--- src/rtl/urx_pkg.sv ---
package urx_pkg;
  localparam int ST_FULL = 0;
  localparam int ST_OVR  = 1;
  localparam int ST_FRM  = 2;
  localparam int ST_EN   = 4;
  localparam int ST_TWO  = 5;

  typedef enum logic [2:0] {
    RX_IDLE, RX_START, RX_DATA, RX_STOP1, RX_STOP2
  } rx_state_e;
endpackage

--- src/rtl/urx_tick.sv ---
module urx_tick #(
  parameter int CLKS_PER_TICK = 4
) (
  input  logic clk,
  input  logic rst,
  output logic tick
);
  generate
    if (CLKS_PER_TICK <= 1) begin : g_every
      assign tick = 1'b1;
    end else begin : g_div
      localparam int CW = $clog2(CLKS_PER_TICK);
      logic [CW-1:0] cnt;
      always_ff @(posedge clk) begin
        if (rst) begin
          cnt  <= '0;
          tick <= 1'b0;
        end else if (cnt == CW'(CLKS_PER_TICK - 1)) begin
          cnt  <= '0;
          tick <= 1'b1;
        end else begin
          cnt  <= cnt + 1'b1;
          tick <= 1'b0;
        end
      end
    end
  endgenerate
endmodule

--- src/rtl/urx_frame.sv ---
module urx_frame import urx_pkg::*; #(
  parameter int DATA_W = 8,
  parameter int OVS    = 16
) (
  input  logic              clk,
  input  logic              rst,
  input  logic              tick,
  input  logic              go,
  input  logic              two_stop,
  input  logic              rx_line,
  output logic              done,
  output logic              stop_ok,
  output logic [DATA_W-1:0] data
);
  localparam int HALF = OVS / 2;
  localparam int CNT_W = $clog2(OVS + HALF + 1);
  localparam int BW = (DATA_W > 1) ? $clog2(DATA_W) : 1;

  logic [1:0]        sync;
  logic              rx;
  rx_state_e         state;
  logic [CNT_W-1:0]  cnt;
  logic [BW-1:0]     bidx;
  logic [DATA_W-1:0] shreg;

  assign rx = sync[1];

  always_ff @(posedge clk) begin
    if (rst) sync <= 2'b11;
    else     sync <= {sync[0], rx_line};
  end

  always_ff @(posedge clk) begin
    done <= 1'b0;
    if (rst || !go) begin
      state <= RX_IDLE;
      cnt   <= '0;
      bidx  <= '0;
      if (rst) begin
        shreg   <= '0;
        data    <= '0;
        stop_ok <= 1'b0;
      end
    end else if (tick) begin
      cnt <= cnt + 1'b1;
      case (state)
        RX_IDLE: begin
          cnt <= '0;
          if (!rx) state <= RX_START;
        end
        RX_START: begin
          if (cnt == CNT_W'(HALF - 1)) begin
            cnt   <= '0;
            bidx  <= '0;
            state <= rx ? RX_IDLE : RX_DATA;
          end
        end
        RX_DATA: begin
          if (cnt == CNT_W'(OVS - 1)) begin
            cnt   <= '0;
            shreg <= {rx, shreg[DATA_W-1:1]};
            if (bidx == BW'(DATA_W - 1)) state <= RX_STOP1;
            else                         bidx  <= bidx + 1'b1;
          end
        end
        RX_STOP1: begin
          if (cnt == CNT_W'(OVS - 1)) begin
            cnt     <= '0;
            done    <= 1'b1;
            data    <= shreg;
            stop_ok <= rx;
            state   <= two_stop ? RX_STOP2 : RX_IDLE;
          end
        end
        RX_STOP2: begin
          if (cnt == CNT_W'(OVS + HALF - 1)) begin
            cnt   <= '0;
            state <= RX_IDLE;
          end
        end
        default: state <= RX_IDLE;
      endcase
    end
  end
endmodule

--- src/rtl/urx_regs.sv ---
module urx_regs import urx_pkg::*; #(
  parameter int DATA_W = 8
) (
  input  logic              clk,
  input  logic              rst,
  input  logic              frame_done,
  input  logic              frame_ok,
  input  logic [DATA_W-1:0] frame_data,
  input  logic              reg_addr,
  input  logic              reg_rd,
  input  logic              reg_wr,
  input  logic [7:0]        reg_wdata,
  output logic [7:0]        reg_rdata,
  output logic [DATA_W-1:0] rdr,
  output logic              st_full,
  output logic              st_ovr,
  output logic              st_frm,
  output logic              rx_en,
  output logic              two_stop,
  output logic              go
);
  logic seen_ovr, seen_frm;
  logic st_rd, st_wr, dat_rd;

  assign st_rd  = reg_rd && reg_addr;
  assign st_wr  = reg_wr && reg_addr;
  assign dat_rd = reg_rd && !reg_addr;
  assign go     = rx_en && !st_ovr && !st_frm;

  always_ff @(posedge clk) begin
    if (rst) begin
      rdr      <= '0;
      st_full  <= 1'b0;
      st_ovr   <= 1'b0;
      st_frm   <= 1'b0;
      rx_en    <= 1'b0;
      two_stop <= 1'b0;
      seen_ovr <= 1'b0;
      seen_frm <= 1'b0;
    end else begin
      if (dat_rd) st_full <= 1'b0;
      if (st_wr) begin
        rx_en    <= reg_wdata[ST_EN];
        two_stop <= reg_wdata[ST_TWO];
        seen_ovr <= 1'b0;
        seen_frm <= 1'b0;
        if (seen_ovr && !reg_wdata[ST_OVR]) st_ovr <= 1'b0;
        if (seen_frm && !reg_wdata[ST_FRM]) st_frm <= 1'b0;
      end else if (st_rd) begin
        seen_ovr <= st_ovr;
        seen_frm <= st_frm;
      end
      if (frame_done) begin
        if (st_full) begin
          st_ovr <= 1'b1;
        end else if (!frame_ok) begin
          rdr    <= frame_data;
          st_frm <= 1'b1;
        end else begin
          rdr     <= frame_data;
          st_full <= 1'b1;
        end
      end
    end
  end

  always_ff @(posedge clk) begin
    if (rst) begin
      reg_rdata <= '0;
    end else if (reg_rd) begin
      reg_rdata <= '0;
      if (reg_addr) begin
        reg_rdata[ST_FULL] <= st_full;
        reg_rdata[ST_OVR]  <= st_ovr;
        reg_rdata[ST_FRM]  <= st_frm;
        reg_rdata[ST_EN]   <= rx_en;
        reg_rdata[ST_TWO]  <= two_stop;
      end else begin
        reg_rdata <= 8'(rdr);
      end
    end
  end
endmodule

--- src/rtl/urx_top.sv ---
module urx_top #(
  parameter int CLKS_PER_TICK = 4,
  parameter int OVS           = 16,
  parameter int DATA_W        = 8
) (
  input  logic       clk,
  input  logic       rst,
  input  logic       rx_line,
  input  logic       reg_addr,
  input  logic       reg_rd,
  input  logic       reg_wr,
  input  logic [7:0] reg_wdata,
  output logic [7:0] reg_rdata
);
  logic              tick, go, two_stop, rx_en;
  logic              frame_done, frame_ok;
  logic [DATA_W-1:0] frame_data, rdr;
  logic              st_full, st_ovr, st_frm;

  urx_tick #(.CLKS_PER_TICK(CLKS_PER_TICK)) tick_i (
    .clk(clk), .rst(rst), .tick(tick)
  );

  urx_frame #(.DATA_W(DATA_W), .OVS(OVS)) frame_i (
    .clk(clk), .rst(rst), .tick(tick), .go(go), .two_stop(two_stop),
    .rx_line(rx_line), .done(frame_done), .stop_ok(frame_ok),
    .data(frame_data)
  );

  urx_regs #(.DATA_W(DATA_W)) regs_i (
    .clk(clk), .rst(rst), .frame_done(frame_done), .frame_ok(frame_ok),
    .frame_data(frame_data), .reg_addr(reg_addr), .reg_rd(reg_rd),
    .reg_wr(reg_wr), .reg_wdata(reg_wdata), .reg_rdata(reg_rdata),
    .rdr(rdr), .st_full(st_full), .st_ovr(st_ovr), .st_frm(st_frm),
    .rx_en(rx_en), .two_stop(two_stop), .go(go)
  );
endmodule

--- config.mk ---
export PLATFORM = sky130hd
export DESIGN_NAME = urx_top
export DESIGN_NICKNAME = d
export VERILOG_FILES = /design/src/rtl/urx_pkg.sv /design/src/rtl/urx_tick.sv /design/src/rtl/urx_frame.sv /design/src/rtl/urx_regs.sv /design/src/rtl/urx_top.sv
export SDC_FILE = /design/constraint.sdc
export NUM_CORES = 1
export LEC_CHECK = 0
export CORE_MARGIN = 10
export CORE_UTILIZATION = 53
export CTS_BUF_LIST = sky130_fd_sc_hd__clkbuf_4
export CTS_CLUSTER_SIZE = 40
export DETAILED_ROUTE_END_ITERATION = 12
export PLACE_DENSITY_LB_ADDON = 0.15
export SYNTH_ARGS = -nofsm -noshare
export SYNTH_HDL_FRONTEND = slang
export SYNTH_SLANG_ARGS = --single-unit
--- constraint.sdc ---
create_clock -name clk -period 2 [get_ports clk]
set_input_delay 0.4 -clock clk [delete_from_list [all_inputs] [get_ports clk]]
set_output_delay 0.4 -clock clk [all_outputs]
set_load 0.005 [all_outputs]
== After elaboration in Yosys (flattened, before gate mapping) ==
Cells that the tools add are included.

* Input bits: 14
* Output and inout bits: 8
* Logic and storage cells: 121
* Register bits after elaboration: 57

* Equality and inequality tests: 17
* Muxes and demuxes: 50
* Reductions and logical operators: 29
* Add/sub/neg operators: 3
* Bitwise operators: 3

{| class="wikitable"
|+ Operator list
! operator !! count
|-
| $mux W8 || 9
|-
| $mux W3 || 11
|-
| $mux W1 || 21
|-
| $pmux W5 S4 || 1
|-
| $mux W5 || 3
|-
| $pmux W3 S5 || 1
|-
| $ne A2 B1 Y1 const B || 5
|-
| $reduce_bool A2 Y1 || 5
|-
| $reduce_and A4 Y1 || 2
|-
| $logic_and A1 B1 Y1 || 7
|-
| $reduce_and A7 Y1 || 1
|-
| $eq A3 B2 Y1 const B || 2
|-
| $eq A3 B3 Y1 const B || 2
|-
| $logic_not A1 Y1 || 6
|-
| $mux W2 || 3
|-
| $ne A2 B2 Y1 const B || 3
|-
| $pmux W3 S2 || 1
|-
| $reduce_or A2 Y1 || 3
|-
| $add A5 B1 Y5 const B || 1
|-
| $eq A5 B3 Y1 const B || 1
|-
| $eq A5 B4 Y1 const B || 1
|-
| $eq A5 B5 Y1 const B || 1
|-
| $reduce_and A5 Y1 || 1
|-
| $add A3 B1 Y3 const B || 1
|-
| 8 further kinds || 10
|}

== Longest topological paths before layout ==
Gate-level depths: netlist (run 1).

* Depth in word-level cells: 7
* Depth in mapped cells: 9
* Mapped depth without buffers: 9

== Modules after synthesis ==
A second synthesis (run 1) with hierarchy kept.

* Cell total of the unflattened synthesis: 235
* Area, all modules: 2439.8 sq um

{| class="wikitable"
|+ By module, submodules not included
! module !! seq. area each (sq um) !! times used !! area each (sq um) !! cells each
|-
| urx_frame || 790.8 || 1 || 1420.1 || 125
|-
| urx_regs || 460.4 || 1 || 923.4 || 103
|-
| urx_tick || 60.1 || 1 || 96.3 || 7
|}

== Worst setup path before layout (run 1) ==
Ideal clock, no wire load.

* Kind: register to register
* Start: register frame_i.cnt[0]
* End: register frame_i.data[0] (enable)
* Stages on the path, launching flop included: 7
* Path slack: 0.022 ns
* Setup time: 0.378 ns
* Arrival time: 1.600 ns
* Data required time: 1.622 ns
* Path buffers: 0
* Period minus slack after synthesis: 1.978 ns
* Cell sequence: dfxtp_1 ha_1 nand3_1 inv_1 ha_1 nand3_1 a21oi_1

* Cells in the longest elaborated chain, start to end: 3

{| class="wikitable"
|+ Ends and longest elaborated chain
! what !! RTL line !! source
|-
| start, declared || urx_frame.sv:22 || <nowiki>logic [CNT_W-1:0] cnt;</nowiki>
|-
| start signal, assigned || urx_frame.sv:45 || <nowiki>cnt <= cnt + 1'b1;</nowiki>
|-
| $eq A5 B4 Y1 || urx_frame.sv:67 || <nowiki>if (cnt == CNT_W'(OVS - 1)) begin</nowiki>
|-
| $reduce_bool A2 Y1 (no source line) || n/a ||
|-
| $reduce_and A4 Y1 (no source line) || n/a ||
|-
| end signal, assigned || urx_frame.sv:70 || <nowiki>data <= shreg;</nowiki>
|-
| end, declared || urx_frame.sv:13 || <nowiki>output logic [DATA_W-1:0] data</nowiki>
|}

No other way between the ends.
A chain may end at the register's enable or synchronous reset.

== Worst setup path in the final report (run 1) ==
* Start: register frame_i.cnt[0]
* End: register frame_i.state[1]

* Cells in the longest elaborated chain, start to end: 3

{| class="wikitable"
|+ Ends and longest elaborated chain
! what !! RTL line !! source
|-
| $eq A5 B5 Y1, or another cell as far along || urx_frame.sv:76 || <nowiki>if (cnt == CNT_W'(OVS + HALF - 1)) begin</nowiki>
|-
| $ne A2 B1 Y1 (no source line) || n/a ||
|-
| $reduce_and A7 Y1 (no source line) * || n/a ||
|-
| end signal, assigned || urx_frame.sv:55 || <nowiki>state <= rx ? RX_IDLE : RX_DATA;</nowiki>
|-
| end signal, assigned || urx_frame.sv:72 || <nowiki>state <= two_stop ? RX_STOP2 : RX_IDLE;</nowiki>
|-
| end, declared || urx_frame.sv:21 || <nowiki>rx_state_e state;</nowiki>
|}

Every way passes the cells marked *; elsewhere a longest branch is shown, timed or not.

==> results_dict.tcl, run 1 <==
set metrics [dict create \
    status "finished clean" \
    ir_drop_uv 602 \
    gp_congestion 0.773 \
    first_pass_iters 4 \
    grt_pass1_vias 1631 \
    antenna_left 0 \
    clock_latency_ns 0.39 \
    post_dp_cell_area_um2 2780 \
    dr.max_layer_used "met4" \
    io_buffer_count 17 \
    die_area_um2 7710 \
    hold_path_class "reg -> reg" \
    cts_made_buffers 9 \
    postCtsResizedCells 0 \
    postCtsSetupRepairBufs 0 \
    ys_seq_area_frac 0.538 \
    clk_pin_slew_ns 0.10 \
    switching_share 0.225 \
    p_sw_mw 0.484 \
    worst_pin_slew_ns 0.501 \
    r2r_end "frame_i.state[1]$_SDFFE_PP0P_" \
    rsz0062_at_grt "no" \
    async_flop_share 0 \
    root_buffer "clkbuf_4" \
    clkSinkCount 57 \
    rows 24 \
    grt_usage 0.127 \
    slew_headroom 0.666 \
    clkPwrFrac 0.373 \
    drtIter0Drc 138 \
    maxCapViolCount 0 \
    vias 1786 \
    p_int_mw 1.67 \
    dieWidth_um 87.8 \
    cp_max_fo 5 \
    h-tree-depth 3 \
    synth_edf_count 17 \
    syn_nets 265 \
    hp-start "frame_i.sync[0]$_SDFF_PP1_" \
    grt-ovfl-total 0 \
    synthesis.area_um2 2440 \
    vias_per_cell 5.30 \
    worst_setup_path_start_kind "register" \
    finalHoldViolations 0 \
    ys_top_cells_by_area "dfxtp_1 33%, edfxtp_1 21%, a21oi_1 5.5%" \
    fp.dieH_um 87.8 \
    cp_cell_sequence "ha_1 -> nand3_1 -> inv_1 -> ha_1 -> o31ai_2 -> a311oi_4 -> a211o_2 -> o31ai_2" \
    comb_power_share 0.052 \
    nNetsFinal 300 \
    antenna_cells 0 \
    synth_top_area_frac 0.328 \
    drc 0 \
    core_um2 4410 \
    drt-total-wl_um 4570 \
    fin_skew_ns 0.0125 \
    synth_area_leader_cell "dfxtp_1" \
    grt_antenna_before_repair 0 \
    wl_met2_um 1880 \
    crit_required_ns 2.30 \
    pin_count 22 \
    cts_hold_buf 0 \
    powerDensity_nw_per_um2 739 \
    rr_worst_depth 8 \
    hpwl_um 3250 \
    wl_met3_um 317 \
    synth_cell_type_count 42 \
    leakage_nw 1.06 \
    seq_power_share 0.574 \
    fin_area_um2 2910 \
    fin_crit_sh 0.938 \
    reg2reg_from "frame_i.cnt[0]$_SDFFE_PP0P_" \
    final_layout_size_suffix_gt1_frac 0.172 \
    drv_slew 0 \
    hold-path-cell-count 1 \
    cts_tree "done" \
    syn_avg_cell_area_um2 9.95 \
    critPathMaxStageDelay_ns 0.39 \
    grt_max_degree 27 \
    crit_slowest_cell "o31ai_2" \
    yosys.cell_count.top_type "dfxtp_1" \
    start_util 0.552 \
    final_cells 337 \
    avgRoutedWirePerCell_um 13.5 \
    cts_buffer_depth 2 \
    synth_cells 245 \
    setup_viol 0 \
    path_class "reg -> reg" \
    critPathCaptureType "register" \
    netlist_top_cells_count "40 x dfxtp_1, 27 x a21oi_1, 24 x nand2_1" \
    ys_warn_count 0 \
    clock.fmax_mhz 533 \
    fin_crit_ns 1.88 \
    wl_met1_um 2310 \
    ys.flop_type "dfxtp_1" \
    yosys_register_bits 57 \
    syn2layout_area_growth_pct 19.4 \
    r2r_slack_ns 0.12 \
    worstPathArrival_ns 2.18 \
    place_inst 321 \
    hold_end "frame_i.sync[1]$_SDFF_PP1_" \
    grt_pass1_wl_um 7690 \
]
## power by group through the flow
stage               logic, mW  clock network [mW]  registers (mW)
finish                  0.113               0.803            1.23
detailed placement      0.113                   0            1.26
global placement        0.111                   0            1.26
global route            0.127               0.876            1.24
CTS                     0.114               0.823            1.23
floorplan              0.0590                   0            1.26
## kinds of logic after synthesis
kind of cell             share of synthesized area
adder cells (fa/ha/maj)                     0.0308
buffers and inverters                       0.0339
flip-flops                                   0.538
AND/OR/NAND/NOR                              0.234
multiplexers                                0.0287
AO/OA/AOI/OAI                                0.134
## through the flow
stage	utilization	worst slack, ns	total power, mW	hold slack (ns)	TNS (ns)
after CTS	0.659	0.0421	2.17	0.434	0
after floorplan	-	0.0220	1.31	0.389	0
after global placement	0.629	-0.203	1.37	0.400	-2.02
after global routing	0.660	0.00939	2.24	0.456	0
final	0.660	0.125	2.15	0.423	0
after detailed placement	0.629	-0.248	1.37	0.413	-2.54
## worst max-delay path, delay by kind of cell, from the launching register on
kind / cells / cell delay, ns
and+or+nand+nor: 1 / 0.10
AOI/OAI and AO/OA: 4 / 0.87
adders and majority gates: 2 / 0.45
DFF: 1 / 0.33
buffers and inverters: 1 / 0.05
## layout make-up
type / instances / area (um^2)
Clock inverter: 6 / 58.8
Clock buffer: 10 / 75.1
Sequential cell: 57 / 1310
Multi-Input combinational cell: 168 / 1050
Inverter: 5 / 18.8
Fill cell: 372 / 1500
Timing Repair Buffer: 39 / 335
Tap cell: 52 / 65.1
## cell usage in the layout, fill, tap and decap left out, types with 7 or more instances in the layout
master,synthesis,layout
dfxtp_1,40,40
a21oi_1,27,27
nand2_1,24,24
buf_4,1,22
nor2_1,21,20
edfxtp_1,17,17
clkdlybuf4s50_1,0,17
nand3_1,14,14
nand2b_1,12,12
clkbuf_4,0,10
and2_1,9,9
mux2i_1,7,7
## sequential cells by signal (all words and copies together), names as in the netlist, 2 cells and up
register	cells
frame_i.shreg	8
regs_i.reg_rdata	8
regs_i.rdr	8
frame_i.cnt	5
tick_i.g_div.cnt	2
frame_i.sync	2
frame_i.state	3
frame_i.data	8
frame_i.bidx	3
## layer usage
layer,global-route usage,vias up
met5,0,-
met4,0.0696,0
met3,0.0455,6
met2,0.171,29
met1,0.170,813
li1,-,938
## worst max-delay path by stage
stage	depth (start not counted)	from	slack (ns)	end
after floorplan	6	frame_i.cnt[0]$_SDFFE_PP0P_	0.02	frame_i.data[0]$_SDFFCE_PP0P_
after global placement	4	rst	-0.20	frame_i.shreg[0]$_SDFFCE_PP0P_
after detailed placement	4	rst	-0.25	frame_i.shreg[0]$_SDFFCE_PP0P_
after CTS	6	frame_i.cnt[0]$_SDFFE_PP0P_	0.04	frame_i.shreg[7]$_SDFFCE_PP0P_
after global routing	8	frame_i.cnt[0]$_SDFFE_PP0P_	0.009	frame_i.bidx[0]$_SDFFE_PP0P_
final	8	frame_i.cnt[0]$_SDFFE_PP0P_	0.12	frame_i.state[1]$_SDFFE_PP0P_
No activity file was read; power rests on OpenSTA's default activity.
==> run 2, diff against run 1 <==
- CTS_CLUSTER_DIAMETER: default -> 80
- SETUP_SLACK_MARGIN: default -> 0.3
==> results_dict.tcl, run 2 (synthesis gave the netlist of run 1 again) <==
set metrics [dict create \
    grt_pass1_wl_um 7960 \
    grt_util_met1 0.181 \
    root_buffer "clkbuf_4" \
    first_pass_iters 4 \
    status "finished clean" \
    antenna_cells 0 \
    cts_buffer_depth 2 \
    ir_drop_uv 533 \
    reg2reg_from "frame_i.cnt[0]$_SDFFE_PP0P_" \
    avgRoutedWirePerCell_um 14.2 \
    rows 24 \
    clkSinkCount 57 \
    clk_pin_slew_ns 0.09 \
    final_cell_mix "32 x dfxtp_1, 26 x a21oi_1, 24 x nand2_1" \
    r2r_slack_ns 0.31 \
    fill_cells 367 \
    nNetsFinal 295 \
    setup_viol 0 \
    dp_slack_ns -0.0861 \
    vias_per_cell 5.43 \
    setup_tns_ns 0 \
    grt_antenna_before_repair 0 \
    clock.fmax_mhz 591 \
    cts_tree "done" \
    clock_latency_ns 0.40 \
    top_usage_layer "met1" \
    grt_pass1_vias 1654 \
    cp-startpoint "frame_i.cnt[0]$_SDFFE_PP0P_" \
    fp.dieH_um 87.8 \
    rr_worst_depth 8 \
    maxCapViolCount 0 \
    syn2layout_area_growth_pct 22.5 \
    worst_pin_slew_ns 0.578 \
    slew_headroom 0.614 \
    pin_count 22 \
    crit_end "frame_i.state[1]$_SDFFE_PP0P_" \
    hold_slack_ns 0.404 \
    grt-ovfl-total 0 \
    worstPathArrival_ns 2.00 \
    cp_max_fo 5 \
    final_common_cell "dfxtp_1" \
    worst_slack_ns 0.308 \
    fin_skew_ns 0.0115 \
    gp_congestion 0.812 \
    critPathCaptureType "register" \
    vias 1803 \
    dieWidth_um 87.8 \
    core_um2 4410 \
    io_buffer_count 17 \
    hpwl_um 3320 \
    leakage_nw 1.10 \
    drtIter0Drc 148 \
    multi_input_area_um2 1130 \
    fin_crit_ns 1.69 \
    crit_required_ns 2.31 \
    antenna_left 0 \
    drt-total-wl_um 4700 \
    h-tree-depth 3 \
    worst_setup_path_start_kind "register" \
    fin_crit_sh 0.846 \
    grt_max_degree 29 \
    grt_usage 0.132 \
    die_area_um2 7710 \
    path_class "reg -> reg" \
    register_area_um2 1320 \
    finalHoldViolations 0 \
    cts_made_buffers 9 \
    r2r_end "frame_i.state[1]$_SDFFE_PP0P_" \
    drv_slew 0 \
    drc 0 \
    rsz0062_at_grt "yes" \
    use_met3 0.0474 \
    hold_path_class "reg -> reg" \
    use_met2 0.174 \
    powerDensity_nw_per_um2 718 \
    final_layout_size_suffix_gt1_frac 0.204 \
    start_util 0.552 \
]
-- run 2: cell count changes in the layout (fill, tap and decap cells not counted), moves of 2 or more --
cell | previous run | this run
dlymetal6s2s_1 | 0 | 3
clkdlybuf4s50_1 | 17 | 14
dfxtp_1 | 40 | 32
buf_4 | 22 | 16
ha_1 | 6 | 4
ha_4 | 0 | 2
dfxtp_2 | 0 | 7
-- run 2: how the worst min path moves through the flow --
stage                                       to                  startpoint  depth (start not counted)  slack, ns
global placement    frame_i.sync[1]$_SDFF_PP1_  frame_i.sync[0]$_SDFF_PP1_                          1       0.39
detailed placement  frame_i.sync[1]$_SDFF_PP1_  frame_i.sync[0]$_SDFF_PP1_                          1       0.40
floorplan           frame_i.sync[1]$_SDFF_PP1_  frame_i.sync[0]$_SDFF_PP1_                          1       0.39
CTS                 frame_i.sync[1]$_SDFF_PP1_  frame_i.sync[0]$_SDFF_PP1_                          1       0.41
global route        frame_i.sync[1]$_SDFF_PP1_  frame_i.sync[0]$_SDFF_PP1_                          1       0.43
finish              frame_i.sync[1]$_SDFF_PP1_  frame_i.sync[0]$_SDFF_PP1_                          1       0.40
-- run 2: routing by layer --
| layer | routed length [um] | share of wire |
|---|---|---|
| met2 | 1880 | 0.40 |
| met1 | 2460 | 0.52 |
| met4 | 81 | 0.017 |
| met3 | 281 | 0.060 |
| met5 | 0 | 0 |
-- run 2: power by group --
part / total, mW / internal [mW] / switching [mW]
combinational: 0.121 / 0.0624 / 0.0587
sequential: 1.23 / 1.22 / 0.0131
clock: 0.791 / 0.386 / 0.405
total: 2.14 / 1.67 / 0.477
-- run 2: per-stage QoR --
stage / power [mW] / instance area [um^2] / util / cells
2_1_floorplan: 1.32 / 2480 / - / 245
3_3_place_gp: 1.37 / 2750 / 0.622 / 312
3_5_place_dp: 1.37 / 2750 / 0.622 / 312
4_1_cts: 2.18 / 2930 / 0.665 / 331
5_1_grt: 2.25 / 2990 / 0.677 / 332
6_report: 2.14 / 2990 / 0.677 / 332
-- run 2: what timing repair did --
action | in CTS | in global routing
gates resized for setup | 7 | 13
hold buffers | 0 | 0
pin swaps | 2 | 5
setup buffers | 3 | 1
endpoints found under the setup margin | 27 | 32
-- run 2: area by class of cell --
cell class	count	area share
timing repair buffer	34	0.106
tap	52	0.0218
clock inverter	6	0.0197
sequential	57	0.443
clock buffer	10	0.0251
inverter	5	0.00628
multi-input combinational	168	0.377
-- run 2: worst max-delay path, stage by stage, from the launching register on --
cell and delay [ns]:
dfxtp_4 0.36, ha_4 0.18, nand3_4 0.08, inv_2 0.04
ha_4 0.17, o31ai_4 0.30, a311oi_4 0.09, a211o_2 0.32
o31ai_2 0.06
==> run 3, diff against run 2 <==
- CORE_UTILIZATION: 53 -> 59
- clock period: 2 -> 1.7 ns (I/O delays scaled with it)
==> results_dict.tcl, run 3 (synthesis gave the netlist of run 1 again) <==
set metrics [dict create \
    gp_congestion 0.774 \
    p_int_mw 1.96 \
    grt_antenna_before_repair 0 \
    grt_usage 0.143 \
    utilization 0.788 \
    fill_cells 247 \
    fp.dieH_um 84.3 \
    clk_pin_slew_ns 0.10 \
    switching_share 0.227 \
    antenna_left 0 \
    status "finished clean" \
    syn2layout_area_growth_pct 29.3 \
    drtIter0Drc 95 \
    fin_skew_ns 0.0112 \
    cts_buffer_depth 2 \
    grt-ovfl-total 0 \
    ir_drop_uv 607 \
    final_common_cell "dfxtp_1" \
    die_area_um2 7100 \
    dieWidth_um 84.3 \
    path_common_cell "ha_4" \
    cts_tree "done" \
    maxCapViolCount 0 \
    worst_pin_slew_ns 0.484 \
    first_pass_iters 4 \
    rsz0062_at_grt "yes" \
    antenna_cells 0 \
    io_buffer_count 17 \
    vias_per_cell 5.45 \
    powerDensity_nw_per_um2 804 \
    finalHoldViolations 0 \
    worstPathArrival_ns 2.00 \
    fin_crit_ns 1.68 \
    root_buffer "clkbuf_4" \
    comb_power_share 0.054 \
    crit_required_ns 2.02 \
    h-tree-depth 3 \
    seq_power_share 0.572 \
    slew_headroom 0.677 \
    setup_viol 0 \
    clock.fmax_mhz 595 \
    drc 0 \
    grt_pass1_wl_um 8210 \
    path_delay_family "compound AO/OA/AOI/OAI gates" \
    drt-total-wl_um 4760 \
    vias 1842 \
    rows 23 \
    pin_count 22 \
    worst-path-buf-inv 1 \
    path_class "reg -> reg" \
    hold_slack_ns 0.415 \
    start_util 0.610 \
    cp_cell_sequence "ha_4 -> nand3_4 -> inv_4 -> ha_4 -> o31ai_4 -> a311oi_4 -> a211o_2 -> o31ai_2" \
    final_layout_size_suffix_gt1_frac 0.292 \
    hold_path_class "reg -> reg" \
    clkPwrFrac 0.374 \
    clock_latency_ns 0.40 \
    fin_crit_sh 0.989 \
    final_cell_mix "32 x dfxtp_1, 24 x nand2_1, 22 x buf_4" \
    worst_setup_path_start_kind "register" \
    cp_max_fo 5 \
    p_sw_mw 0.575 \
    grt_max_degree 19 \
    clkSinkCount 57 \
    leakage_nw 1.13 \
    core_um2 4000 \
    crit_slowest_cell "dfxtp_2" \
    critPathMaxStageDelay_ns 0.35 \
    grt_pass1_vias 1756 \
    nNetsFinal 303 \
    critPathCaptureType "register" \
    drv_slew 0 \
    cts_made_buffers 9 \
    hpwl_um 3200 \
    avgRoutedWirePerCell_um 14.1 \
    finalPower_mw 2.53 \
    cts_hold_buf 0 \
    r2r_slack_ns 0.02 \
]
## run 3: metal layers
metal | GRT usage | up-vias | share of wire
met5 | 0 | - | 0
met2 | 0.214 | 38 | 0.45
met3 | 0.0541 | 10 | 0.058
met4 | 0.0822 | 0 | 0.023
met1 | 0.170 | 843 | 0.47
li1 | - | 951 | -
## run 3: layout make-up
type / count / area (um^2) / share of cell area
clock buffers: 10 / 75.1 / 0.0238
inverters: 5 / 23.8 / 0.00754
clock inverters: 6 / 58.8 / 0.0187
repair buffers: 41 / 347 / 0.110
multi-input cells: 169 / 1260 / 0.401
flip-flops and latches: 57 / 1320 / 0.419
well taps: 50 / 62.6 / 0.0198
## run 3: through the flow
stage	std cells	setup TNS [ns]	area, um^2	worst slack (ns)
after floorplan	245	0	2540	0.157
after global placement	312	-7.29	2820	-0.273
after detailed placement	312	-7.65	2820	-0.287
after CTS	335	0	3080	0.0415
after global routing	338	-0.706	3150	-0.0903
final	338	0	3150	0.0187
## run 3: path summary, 6_finish.rpt
kind	from	end	depth (start not counted)
max reg2reg	frame_i.cnt[0]$_SDFFE_PP0P_	frame_i.state[1]$_SDFFE_PP0P_	8
min reg2reg	frame_i.sync[0]$_SDFF_PP1_	frame_i.sync[1]$_SDFF_PP1_	1
min	frame_i.sync[0]$_SDFF_PP1_	frame_i.sync[1]$_SDFF_PP1_	1
max	frame_i.cnt[0]$_SDFFE_PP0P_	frame_i.state[1]$_SDFFE_PP0P_	8
## run 3: repair_timing
item / 4_1_cts / 5_1_grt
hold endpoints to repair: 0 / 0
gates resized for setup: 26 / 12
gates cloned: 1 / 0
endpoints found under the setup margin: 36 / 34
buffers inserted: 6 / 3
pin swaps: 8 / 13
## run 3: power groups by stage
stage               registers (mW)  logic (mW)  clock network [mW]
floorplan                     1.48      0.0764                   0
global placement              1.48       0.136                   0
detailed placement            1.48       0.138                   0
CTS                           1.45       0.137               0.967
global route                  1.45       0.153                1.03
finish                        1.45       0.137               0.947
